$ cat src/rtl/rtcbus_pkg.sv
package rtcbus_pkg;
  localparam int BYTE_W = 8;
  localparam int CLK_N  = 9;
  localparam int ALM_N  = 5;
  localparam int TMR_N  = 4;
  localparam int USR_N  = 16;
  localparam int CI_W   = $clog2(CLK_N);
  localparam int AI_W   = $clog2(ALM_N);
  localparam int TI_W   = $clog2(TMR_N);
  localparam int UI_W   = $clog2(USR_N);

  localparam logic [BYTE_W-1:0] A_ST0    = 8'h00;
  localparam logic [BYTE_W-1:0] A_ST1    = 8'h01;
  localparam logic [BYTE_W-1:0] A_ST2    = 8'h02;
  localparam logic [BYTE_W-1:0] A_TRIM   = 8'h10;
  localparam logic [BYTE_W-1:0] A_CLK    = 8'h20;
  localparam logic [BYTE_W-1:0] A_ALM    = 8'h30;
  localparam logic [BYTE_W-1:0] A_TMR    = 8'h40;
  localparam logic [BYTE_W-1:0] A_USR    = 8'h50;
  localparam logic [BYTE_W-1:0] A_CMD_AB = 8'hF0;
  localparam logic [BYTE_W-1:0] A_CMD_CK = 8'hF1;
  localparam logic [BYTE_W-1:0] A_CMD_TM = 8'hF2;

  localparam int LOCK_BIT = 5;
  localparam int INIT_BIT = 4;
  localparam logic [BYTE_W-1:0] ST0_AFTER_INIT = 8'h01;

  typedef enum logic [3:0] {
    RG_NONE, RG_ST0, RG_ST1, RG_ST2, RG_TRIM,
    RG_CLK, RG_ALM, RG_TMR, RG_USR, RG_CMD
  } region_e;

  function automatic logic in_span(input logic [BYTE_W-1:0] a,
                                   input logic [BYTE_W-1:0] base,
                                   input int n);
    return (a >= base) && (a < base + BYTE_W'(n));
  endfunction

  function automatic region_e region_of(input logic [BYTE_W-1:0] a);
    if (a == A_ST0)                   return RG_ST0;
    else if (a == A_ST1)              return RG_ST1;
    else if (a == A_ST2)              return RG_ST2;
    else if (a == A_TRIM)             return RG_TRIM;
    else if (in_span(a, A_CLK, CLK_N)) return RG_CLK;
    else if (in_span(a, A_ALM, ALM_N)) return RG_ALM;
    else if (in_span(a, A_TMR, TMR_N)) return RG_TMR;
    else if (in_span(a, A_USR, USR_N)) return RG_USR;
    else if (a == A_CMD_AB || a == A_CMD_CK || a == A_CMD_TM) return RG_CMD;
    else                              return RG_NONE;
  endfunction

  function automatic logic cmd_takes_clock(input logic [BYTE_W-1:0] a);
    return (a == A_CMD_AB) || (a == A_CMD_CK);
  endfunction

  function automatic logic cmd_takes_timer(input logic [BYTE_W-1:0] a);
    return (a == A_CMD_AB) || (a == A_CMD_TM);
  endfunction
endpackage

$ cat src/rtl/rtcbus_strobe.sv
module rtcbus_strobe (
  input  logic clk,
  input  logic rst_n,
  input  logic pwr_ok,
  input  logic bus_mode,
  input  logic cs_n,
  input  logic rd_n,
  input  logic wr_n,
  output logic rd_act,
  output logic rd_pulse,
  output logic wr_pulse
);
  logic sel, wr_act, rd_q, wr_q;

  assign sel = pwr_ok && !cs_n;

  // style 0: two strobes; style 1: rd_n is the data strobe, wr_n is read/not-write
  always_comb begin
    if (bus_mode) begin
      rd_act = sel && !rd_n && wr_n;
      wr_act = sel && !rd_n && !wr_n;
    end else begin
      rd_act = sel && !rd_n && wr_n;
      wr_act = sel && !wr_n && rd_n;
    end
  end

  always_ff @(posedge clk or negedge rst_n) begin
    if (!rst_n) begin
      rd_q <= 1'b0;
      wr_q <= 1'b0;
    end else begin
      rd_q <= rd_act;
      wr_q <= wr_act;
    end
  end

  assign rd_pulse = rd_act && !rd_q;
  assign wr_pulse = wr_act && !wr_q;

  a_r12_single_write: assert property (@(posedge clk) disable iff (!rst_n)
    wr_pulse |=> !wr_pulse);
  a_r12_single_read: assert property (@(posedge clk) disable iff (!rst_n)
    rd_pulse |=> !rd_pulse);
  a_r9_pf_blocks: assert property (@(posedge clk) disable iff (!rst_n)
    !pwr_ok |-> (!rd_act && !wr_pulse));
endmodule

$ cat src/rtl/rtcbus_regfile.sv
module rtcbus_regfile
  import rtcbus_pkg::*;
(
  input  logic              clk,
  input  logic              rst_n,
  input  logic [BYTE_W-1:0] addr,
  input  logic              data_wr,
  input  logic              data_rd,
  input  logic [BYTE_W-1:0] wdata,
  output logic [BYTE_W-1:0] rdata
);
  logic [BYTE_W-1:0] st0, st1, st2, trim;
  logic [BYTE_W-1:0] clk_v [CLK_N];
  logic [BYTE_W-1:0] clk_h [CLK_N];
  logic [BYTE_W-1:0] alm_v [ALM_N];
  logic [BYTE_W-1:0] tmr_v [TMR_N];
  logic [BYTE_W-1:0] tmr_h [TMR_N];
  logic [BYTE_W-1:0] usr_v [USR_N];

  region_e rg;
  logic [3:0] idx;
  logic locked, sel_clk, sel_tmr;
  // named internal events
  logic xfer_up, xfer_down, init_fire, trim_blocked;

  assign rg        = region_of(addr);
  assign idx       = addr[3:0];
  assign locked    = st0[LOCK_BIT];
  assign sel_clk   = cmd_takes_clock(addr);
  assign sel_tmr   = cmd_takes_timer(addr);
  assign xfer_up   = data_rd && (rg == RG_CMD);
  assign xfer_down = data_wr && (rg == RG_CMD) && !locked;
  assign init_fire = data_wr && (rg == RG_ST2) && st2[INIT_BIT] && !wdata[INIT_BIT];
  assign trim_blocked = data_wr && (rg == RG_TRIM) && locked;

  always_ff @(posedge clk or negedge rst_n) begin
    if (!rst_n) begin
      st0 <= '0; st1 <= '0; st2 <= '0; trim <= '0;
    end else if (init_fire) begin
      st0 <= ST0_AFTER_INIT;
      st1 <= '0;
      st2 <= '0;
    end else if (data_wr) begin
      case (rg)
        RG_ST0:  st0 <= wdata;
        RG_ST1:  st1 <= wdata;
        RG_ST2:  st2 <= wdata;
        RG_TRIM: if (!locked) trim <= wdata;
        default: ;
      endcase
    end
  end

  always_ff @(posedge clk or negedge rst_n) begin
    if (!rst_n) begin
      for (int i = 0; i < CLK_N; i++) begin clk_v[i] <= '0; clk_h[i] <= '0; end
      for (int i = 0; i < TMR_N; i++) begin tmr_v[i] <= '0; tmr_h[i] <= '0; end
    end else begin
      if (data_wr && rg == RG_CLK) clk_v[idx[CI_W-1:0]] <= wdata;
      if (data_wr && rg == RG_TMR) tmr_v[idx[TI_W-1:0]] <= wdata;
      if (xfer_up && sel_clk)   for (int i = 0; i < CLK_N; i++) clk_v[i] <= clk_h[i];
      if (xfer_up && sel_tmr)   for (int i = 0; i < TMR_N; i++) tmr_v[i] <= tmr_h[i];
      if (xfer_down && sel_clk) for (int i = 0; i < CLK_N; i++) clk_h[i] <= clk_v[i];
      if (xfer_down && sel_tmr) for (int i = 0; i < TMR_N; i++) tmr_h[i] <= tmr_v[i];
    end
  end

  always_ff @(posedge clk or negedge rst_n) begin
    if (!rst_n) begin
      for (int i = 0; i < ALM_N; i++) alm_v[i] <= '0;
      for (int i = 0; i < USR_N; i++) usr_v[i] <= '0;
    end else begin
      if (data_wr && rg == RG_ALM) alm_v[idx[AI_W-1:0]] <= wdata;
      if (data_wr && rg == RG_USR) usr_v[idx[UI_W-1:0]] <= wdata;
    end
  end

  always_comb begin
    case (rg)
      RG_ST0:  rdata = st0;
      RG_ST1:  rdata = st1;
      RG_ST2:  rdata = st2;
      RG_TRIM: rdata = trim;
      RG_CLK:  rdata = clk_v[idx[CI_W-1:0]];
      RG_ALM:  rdata = alm_v[idx[AI_W-1:0]];
      RG_TMR:  rdata = tmr_v[idx[TI_W-1:0]];
      RG_USR:  rdata = usr_v[idx[UI_W-1:0]];
      default: rdata = '0;
    endcase
  end

  a_r7_lock_hidden: assert property (@(posedge clk) disable iff (!rst_n)
    (data_wr && rg == RG_CMD && locked) |=> ($stable(clk_h[0]) && $stable(tmr_h[0])));
  a_r7_lock_trim: assert property (@(posedge clk) disable iff (!rst_n)
    trim_blocked |=> $stable(trim));
  a_r8_init_result: assert property (@(posedge clk) disable iff (!rst_n)
    init_fire |=> (st0 == ST0_AFTER_INIT && st1 == '0 && st2 == '0));
  a_r4_up_copy: assert property (@(posedge clk) disable iff (!rst_n)
    (xfer_up && sel_clk) |=> (clk_v[CLK_N-1] == $past(clk_h[CLK_N-1])));
  a_r4_down_copy: assert property (@(posedge clk) disable iff (!rst_n)
    (xfer_down && sel_tmr) |=> (tmr_h[0] == $past(tmr_v[0])));
endmodule

$ cat src/rtl/rtcbus_host_if.sv
module rtcbus_host_if
  import rtcbus_pkg::*;
(
  input  logic              clk,
  input  logic              rst_n,
  input  logic              pwr_ok,
  input  logic              bus_mode,
  input  logic              cs_n,
  input  logic              rd_n,
  input  logic              wr_n,
  input  logic              ad_sel,
  input  logic [BYTE_W-1:0] ad_in,
  output logic [BYTE_W-1:0] ad_out,
  output logic              ad_oe
);
  logic rd_act, rd_pulse, wr_pulse;
  logic addr_load, data_wr, data_rd;
  logic [BYTE_W-1:0] addr_q, rdata;

  rtcbus_strobe u_strobe (
    .clk(clk), .rst_n(rst_n), .pwr_ok(pwr_ok), .bus_mode(bus_mode),
    .cs_n(cs_n), .rd_n(rd_n), .wr_n(wr_n),
    .rd_act(rd_act), .rd_pulse(rd_pulse), .wr_pulse(wr_pulse)
  );

  assign addr_load = wr_pulse && !ad_sel;
  assign data_wr   = wr_pulse && ad_sel;
  assign data_rd   = rd_pulse && ad_sel;

  always_ff @(posedge clk or negedge rst_n) begin
    if (!rst_n)         addr_q <= '0;
    else if (addr_load) addr_q <= ad_in;
  end

  rtcbus_regfile u_regs (
    .clk(clk), .rst_n(rst_n), .addr(addr_q),
    .data_wr(data_wr), .data_rd(data_rd), .wdata(ad_in), .rdata(rdata)
  );

  assign ad_oe  = rd_act;
  assign ad_out = !rd_act ? '0 : (ad_sel ? rdata : addr_q);

  a_r1_addr_load: assert property (@(posedge clk) disable iff (!rst_n)
    addr_load |=> (addr_q == $past(ad_in)));
  a_r3_addr_hold: assert property (@(posedge clk) disable iff (!rst_n)
    !addr_load |=> $stable(addr_q));
  a_r9_pf_quiet: assert property (@(posedge clk) disable iff (!rst_n)
    !pwr_ok |-> (!ad_oe && ad_out == '0));
  a_r10_oe_read_only: assert property (@(posedge clk) disable iff (!rst_n)
    ad_oe |-> (!cs_n && pwr_ok && !rd_n && wr_n));
endmodule

$ cat config.mk
export PLATFORM = sky130hd
export DESIGN_NAME = rtcbus_host_if
export DESIGN_NICKNAME = d
export VERILOG_FILES = /design/src/rtl/rtcbus_pkg.sv /design/src/rtl/rtcbus_strobe.sv /design/src/rtl/rtcbus_regfile.sv /design/src/rtl/rtcbus_host_if.sv
export SDC_FILE = /design/constraint.sdc
export NUM_CORES = 1
export LEC_CHECK = 0
export BUFFER_PORTS_ARGS = -buffer_cell sky130_fd_sc_hd__buf_4
export CAP_MARGIN = 20
export CORE_ASPECT_RATIO = 1.4
export CORE_MARGIN = 2
export CORE_UTILIZATION = 35
export CTS_CLUSTER_SIZE = 25
export DETAILED_ROUTE_END_ITERATION = 7
export PLACE_DENSITY = 0.48
export SLEW_MARGIN = 20
export SYNTH_ARGS = -nofsm -noshare
export SYNTH_HDL_FRONTEND = slang
export SYNTH_SLANG_ARGS = --single-unit
$ cat constraint.sdc
create_clock -name clk -period 2.25 [get_ports clk]
set_clock_uncertainty 0.1 [all_clocks]
set_input_delay 0.45 -clock clk [delete_from_list [all_inputs] [get_ports clk]]
set_output_delay 0.45 -clock clk [all_outputs]
set_load 0.005 [all_outputs]
Word-level counts from Yosys, hierarchy flattened
Cells that the tools add are included.
- memory bits (read-only): 0
- register bits: 418
- bits in writable memories: 0
- input bits: 16
- bits in latches: 0
- memories kept: 0
- reductions and logical operators: 54
- div/mod/pow operators: 0
- shift-type cells: 0
- equal/unequal tests: 15
- mux-type cells: 48
- magnitude comparators: 14
- multipliers: 0
- bitwise gates (word level): 5
- add/subtract/negate cells: 0
- operators by type and width (cell ; number):
    $mux 8 ; 22
    $mux 72 ; 2
    $bwmux 128 ; 1
    $bwmux 72 ; 1
    $bmux 8 s4 ; 2
    $mux 32 ; 2
    $pmux 8 s8 ; 1
    $bwmux 40 ; 1
    $mux 4 ; 9
    $bwmux 32 ; 1
    $demux 8 s4 ; 1
    $logic_and 1x1->1 ; 32
    $bmux 8 s3 ; 1
    $demux 8 s3 ; 1
    $eq 8x8->1 const B ; 3
    $bmux 8 s2 ; 1
    $demux 8 s2 ; 1
    $eq 4x3->1 const B ; 4
    $ge 8x6->1 const B ; 2
    $ge 8x7->1 const B ; 2
    $lt 8x6->1 const B ; 2
    $lt 8x7->1 const B ; 2
    $reduce_bool 2->1 ; 6
    $eq 4x2->1 const B ; 2
    other kinds (21) ; 34

Logic depth before layout (Yosys ltp)
- depth after elaboration: 18
- mapped depth: 9
- mapped depth without buffers: 5

Cells and area by module
Synthesis repeated with hierarchy kept, for this count alone.
- cells, all modules: 1559
- area total of the unflattened synthesis: 19605.1 µm²
- by module, submodules not included (module ; times used ; cells an instance ; seq. area each (µm²) ; area an instance (µm²)):
    rtcbus_regfile ; 1 ; 1514 ; 10209.8 ; 19010.7
    rtcbus_host_if ; 1 ; 37 ; 200.2 ; 488.0
    rtcbus_strobe ; 1 ; 8 ; 50.0 ; 106.4

Worst setup path after synthesis
Ideal clock, no wire load.
- path kind: reg-to-output
- from: register addr_q[7]
- to: output port ad_out[4]
- data arrival time: 1941 ps
- stages on the path, launching flop included: 7
- buffers on the path: 1
- data required time: 1700 ps
- path slack: -241 ps
- cells stage by stage: dfrtp_1 > buf_6 > or4b_2 > nor3b_1 > a22o_1 > nor2_1 > a32oi_1
- longest elaborated chain between the ends: 16
- RTL lines (item ; line ; text):
    start, declared ; rtcbus_host_if.sv:18 ; logic [BYTE_W-1:0] addr_q, rdata;
    start signal, assigned ; rtcbus_host_if.sv:32 ; else if (addr_load) addr_q <= ad_in;
    branches (longest 11 deep; another with $ge 8x7->1) ; -- ;
    $mux 4 * ; rtcbus_pkg.sv:40 ; if (a == A_ST0) return RG_ST0;
    $eq 4x4->1, or another cell as far along ; rtcbus_regfile.sv:79 ; case (rg)
    $pmux 8 s8 * ; rtcbus_regfile.sv:79 ;
    $mux 8 * (2 in series) ; rtcbus_host_if.sv:41 ; assign ad_out = !rd_act ? '0 : (ad_sel ? rdata : addr_q);
    end, declared ; rtcbus_host_if.sv:13 ; output logic [BYTE_W-1:0] ad_out,
Mark *: on every way between the ends.

Worst setup path after layout
- from: register addr_q[0]
- to: output port ad_out[6]
- longest elaborated chain between the ends: 16
- RTL lines (item ; line):
    branches (longest 13 deep; another with $ge 8x7->1) ; --
    $pmux 8 s8 * ; rtcbus_regfile.sv:79
    $mux 8 * (2 in series) ; rtcbus_host_if.sv:41
Mark *: on every way between the ends. The select of a mux whose other input is x is not followed.

==> insert_results.sql <==
INSERT INTO impl_metrics (metric_group, metric, value, unit) VALUES
('yosys', 'avgSynthCellArea', '13.1', 'um2'),
('finish', 'fraction_of_layout_cells_with_a_size_suffix_above_1', '0.571', ''),
('route', 'drc_violation_count_after_routing', '0', ''),
('die', 'core_region_area', '0.0562', 'mm2'),
('route', 'drt-initial-drc-count', '918', ''),
('timing', 'rsz0062_at_grt', 'true', ''),
('setup_path', 'critical-path-slowest-cell', 'dfrtp_4', ''),
('clocking', 'clock_sink_count', '418', ''),
('job', 'cap_violations', '0', ''),
('route', 'finalWirelength', '68.0', 'mm'),
('timing', 'report.final.hold_viol_count', '0', ''),
('timing', 'timing.slew.headroom', '0.562', ''),
('setup_path', 'worst_path_largest_cell_delay', '0.54', 'ns'),
('power', 'power.static_leakage', '13.0', 'nW'),
('run_status', 'status', 'complete, but fails checks', ''),
('yosys', 'post_synth_instance_area', '0.0198', 'mm2'),
('setup_path', 'critical_path.endpoint_type', 'primary output', ''),
('finish', 'layout-area-overhead-vs-synth', '40.8', '%'),
('placed_design', 'place_hpwl', '42.4', 'mm'),
('clocking', 'cts_tree', 'built', ''),
('hold_path', 'worst_hold_path.endpoint', 'u_strobe.wr_q', ''),
('clocking', 'numCtsBuffers', '44', ''),
('timing', 'max_freq', '298', 'MHz'),
('yosys', 'number_of_enable_flip_flop_cells_after_synthesis', '0', ''),
('die', 'floorplan.initialDensity', '0.353', ''),
('hold_path', 'hold_path.startpoint', 'wr_n', ''),
('grt', 'grt_pass1_vias', '15512', ''),
('clocking', 'root_buffer', 'clkbuf_16', ''),
('setup_path', 'count_of_cells_along_the_worst_register_to_register_path', '15', ''),
('yosys', 'postSynthNetCount', '1534', ''),
('route', 'postRouteAntennaNets', '0', ''),
('yosys', 'synth_top_flop_cell', 'dfrtp_1', ''),
('yosys', 'synth.lib_cells_used.distinct', '64', ''),
('timing', 'period_share', '1.49', ''),
('run_status', 'violated_checks', 'negative setup slack', ''),
('timing', 'timing.setup.tns', '-93.47', 'ns'),
('clocking', 'worst_skew_late_latency', '0.58', 'ns'),
('finish', 'post_layout_nonfiller_instances', '2601', ''),
('route', 'drtPass1Iterations', '5', ''),
('setup_path', 'critPathMostFrequentCell', 'buf_6', ''),
('setup_path', 'worstSetupPathType', 'reg2out', ''),
('route', 'detail_route.vias_per_cell', '5.49', ''),
('yosys', 'yosysSeqAreaShare', '0.528', ''),
('setup_path', 'crit_chain', 'buf_6 > buf_6 > mux4_2 > mux2_4 > nand2_4 > o2111a_1 > a22oi_2 > buf_6 > buf_6', ''),
('die', 'number_of_cell_rows', '103', ''),
('timing', 'fin_worst_hold_slack', '0.109', 'ns'),
('setup_path', 'timing.rr.start', 'addr_q[3]', ''),
('timing', 'timing_worst_slew_pin_value', '0.657', 'ns'),
('die', 'chipHeight', '286', 'um'),
('hold_path', 'hold-path-cell-count', '3', ''),
('placed_design', 'gp_congestion', '0.914', ''),
('grt', 'grt_start_max_net_pins', '62', ''),
('grt', 'grt_pass1_wl', '102', 'mm'),
('power', 'vdd_drop_max', '506', 'uV'),
('timing', 'timing.final.ws_setup', '-1.11', 'ns'),
('grt', 'globalRoute.totalOverflow', '0', ''),
('grt', 'grt_antenna_before_repair', '0', ''),
('yosys', 'asyncSetResetFlopFracSynth', '1.00', ''),
('placed_design', 'placement.setup.worst_slack', '-0.791', 'ns'),
('yosys', 'synthesis.instances', '1518', ''),
('setup_path', 'worstReg2RegEnd', 'u_regs.clk_v[2]', ''),
('clocking', 'clockBufferDepth', '3', ''),
('hold_path', 'worst_hold_path_type', 'in2reg', ''),
('setup_path', 'cp.arrival', '2.81', 'ns'),
('die', 'die_x', '205', 'um'),
('clocking', 'cts-htree-levels', '2', ''),
('timing', 'finalSetupViolCount', '265', ''),
('power', 'pwr_density_cell', '677', 'mW/mm2'),
('grt', 'all_layer_global_routing_usage', '0.233', ''),
('finish', 'num-nets-final', '1850', ''),
('timing', 'finalWorstPathRequiredPeriod', '3.36', 'ns');
[cell usage in the layout (no fill, tap or decap), types with 6 or more instances in the layout]
master	netlist	layout
buf_6	17	66
a221o_1	18	18
and3_4	0	12
nor2_1	102	26
or4_4	1	7
buf_4	6	228
clkbuf_8	0	8
clkbuf_1	52	13
a22oi_2	0	8
clkbuf_16	0	50
buf_8	0	13
a21oi_2	0	55
mux4_2	52	52
a21oi_4	0	6
buf_16	0	15
dfrtp_1	418	414
nand3_1	32	28
o21ai_0	36	19
clkinv_2	0	9
o211ai_1	11	11
mux2_2	251	145
o21ai_2	0	9
nor2_2	7	17
a22oi_1	15	7
mux2_4	0	143
o21ai_1	0	7
and3_1	26	14
nand2_2	1	14
nor2_4	4	70
a21oi_1	80	19
nand2_4	0	6
nand4_1	11	11
buf_12	0	57
nand2_1	64	44
mux2i_1	128	121
[cell usage after synthesis (all sizes together) (11+ instances only)]
cell type | instances | share of area
o211ai | 11 | 0.0042
clkbuf | 55 | 0.011
a21oi | 80 | 0.020
mux2 | 293 | 0.17
a221o | 18 | 0.0091
a22oi | 15 | 0.0057
nand4 | 12 | 0.0045
nand2 | 65 | 0.012
buf | 64 | 0.022
nor2 | 113 | 0.024
and3 | 26 | 0.0082
mux4 | 52 | 0.059
o21ai | 36 | 0.0091
dfrtp | 418 | 0.53
mux2i | 128 | 0.065
nand3 | 33 | 0.0086
[state kept, by name, indices dropped and copies added, names as in the netlist]
signal / flops
u_strobe.rd_q: 1
u_strobe.wr_q: 1
u_regs.alm_v: 40
u_regs.st0: 8
u_regs.clk_h: 72
u_regs.trim: 8
u_regs.st2: 8
u_regs.tmr_v: 32
addr_q: 8
u_regs.st1: 8
u_regs.tmr_h: 32
u_regs.clk_v: 72
u_regs.usr_v: 128
[stage by stage]
step	total power (W)	util	cell area [um2]
floorplan	0.00948	-	19900
global placement	0.0110	0.408	22900
detailed placement	0.0110	0.408	22900
CTS	0.0187	0.481	27000
global route	0.0196	0.497	27900
finish	0.0189	0.497	27900
[metal layers]
layer	vias to the layer above	share of wire	track usage
met5	-	0	0
met4	0	0.046	0.0939
met3	139	0.031	0.0262
met2	319	0.53	0.426
met1	7564	0.39	0.277
li1	6245	-	-
[worst max-delay path by stage]
stage / startpoint / endpoint / slack [ns]
floorplan: addr_q[6] / ad_out[5] / -0.02
global placement: addr_q[0] / ad_out[3] / -0.80
detailed placement: addr_q[0] / ad_out[1] / -0.79
CTS: addr_q[0] / ad_out[6] / -1.14
global route: addr_q[0] / ad_out[6] / -1.16
finish: addr_q[0] / ad_out[6] / -1.11
[area by class of cell]
cell class	instances	area (um2)
tap	735	920
clock inverter	12	92.6
clock buffer	66	1280
fill	4921	28300
sequential	418	10500
inverter	4	15.0
multi-input combinational	981	10800
timing repair buffer	385	4340
[logic make-up after synthesis]
| group | Yosys count | synth area share |
|---|---|---|
| xor+xnor | 2 | 0.000884 |
| buf+inv | 123 | 0.0331 |
| mux | 473 | 0.290 |
| flops | 418 | 0.528 |
| compound gates | 200 | 0.0645 |
| simple gates | 302 | 0.0839 |
[power breakdown]
part	internal (W)	switching [W]
sequential	0.00766	0.000180
clock	0.00406	0.00314
combinational	0.00182	0.00206
[critical path, delay by kind of cell, from the launching register on]
family,cells,cell delay [ns]
mux,2,0.80
flops,1,0.54
buf+inv,4,0.54
compound gates,2,0.28
simple gates,1,0.06
[what timing repair did]
action,CTS,global route
endpoints found under the setup margin,321,380
resized for setup,416,220
gates cloned,27,6
setup buffers,46,30
endpoints found under the hold margin,34,0
pin swaps,52,75
hold buffers,1,0
Power figures use the tool's default switching activity.
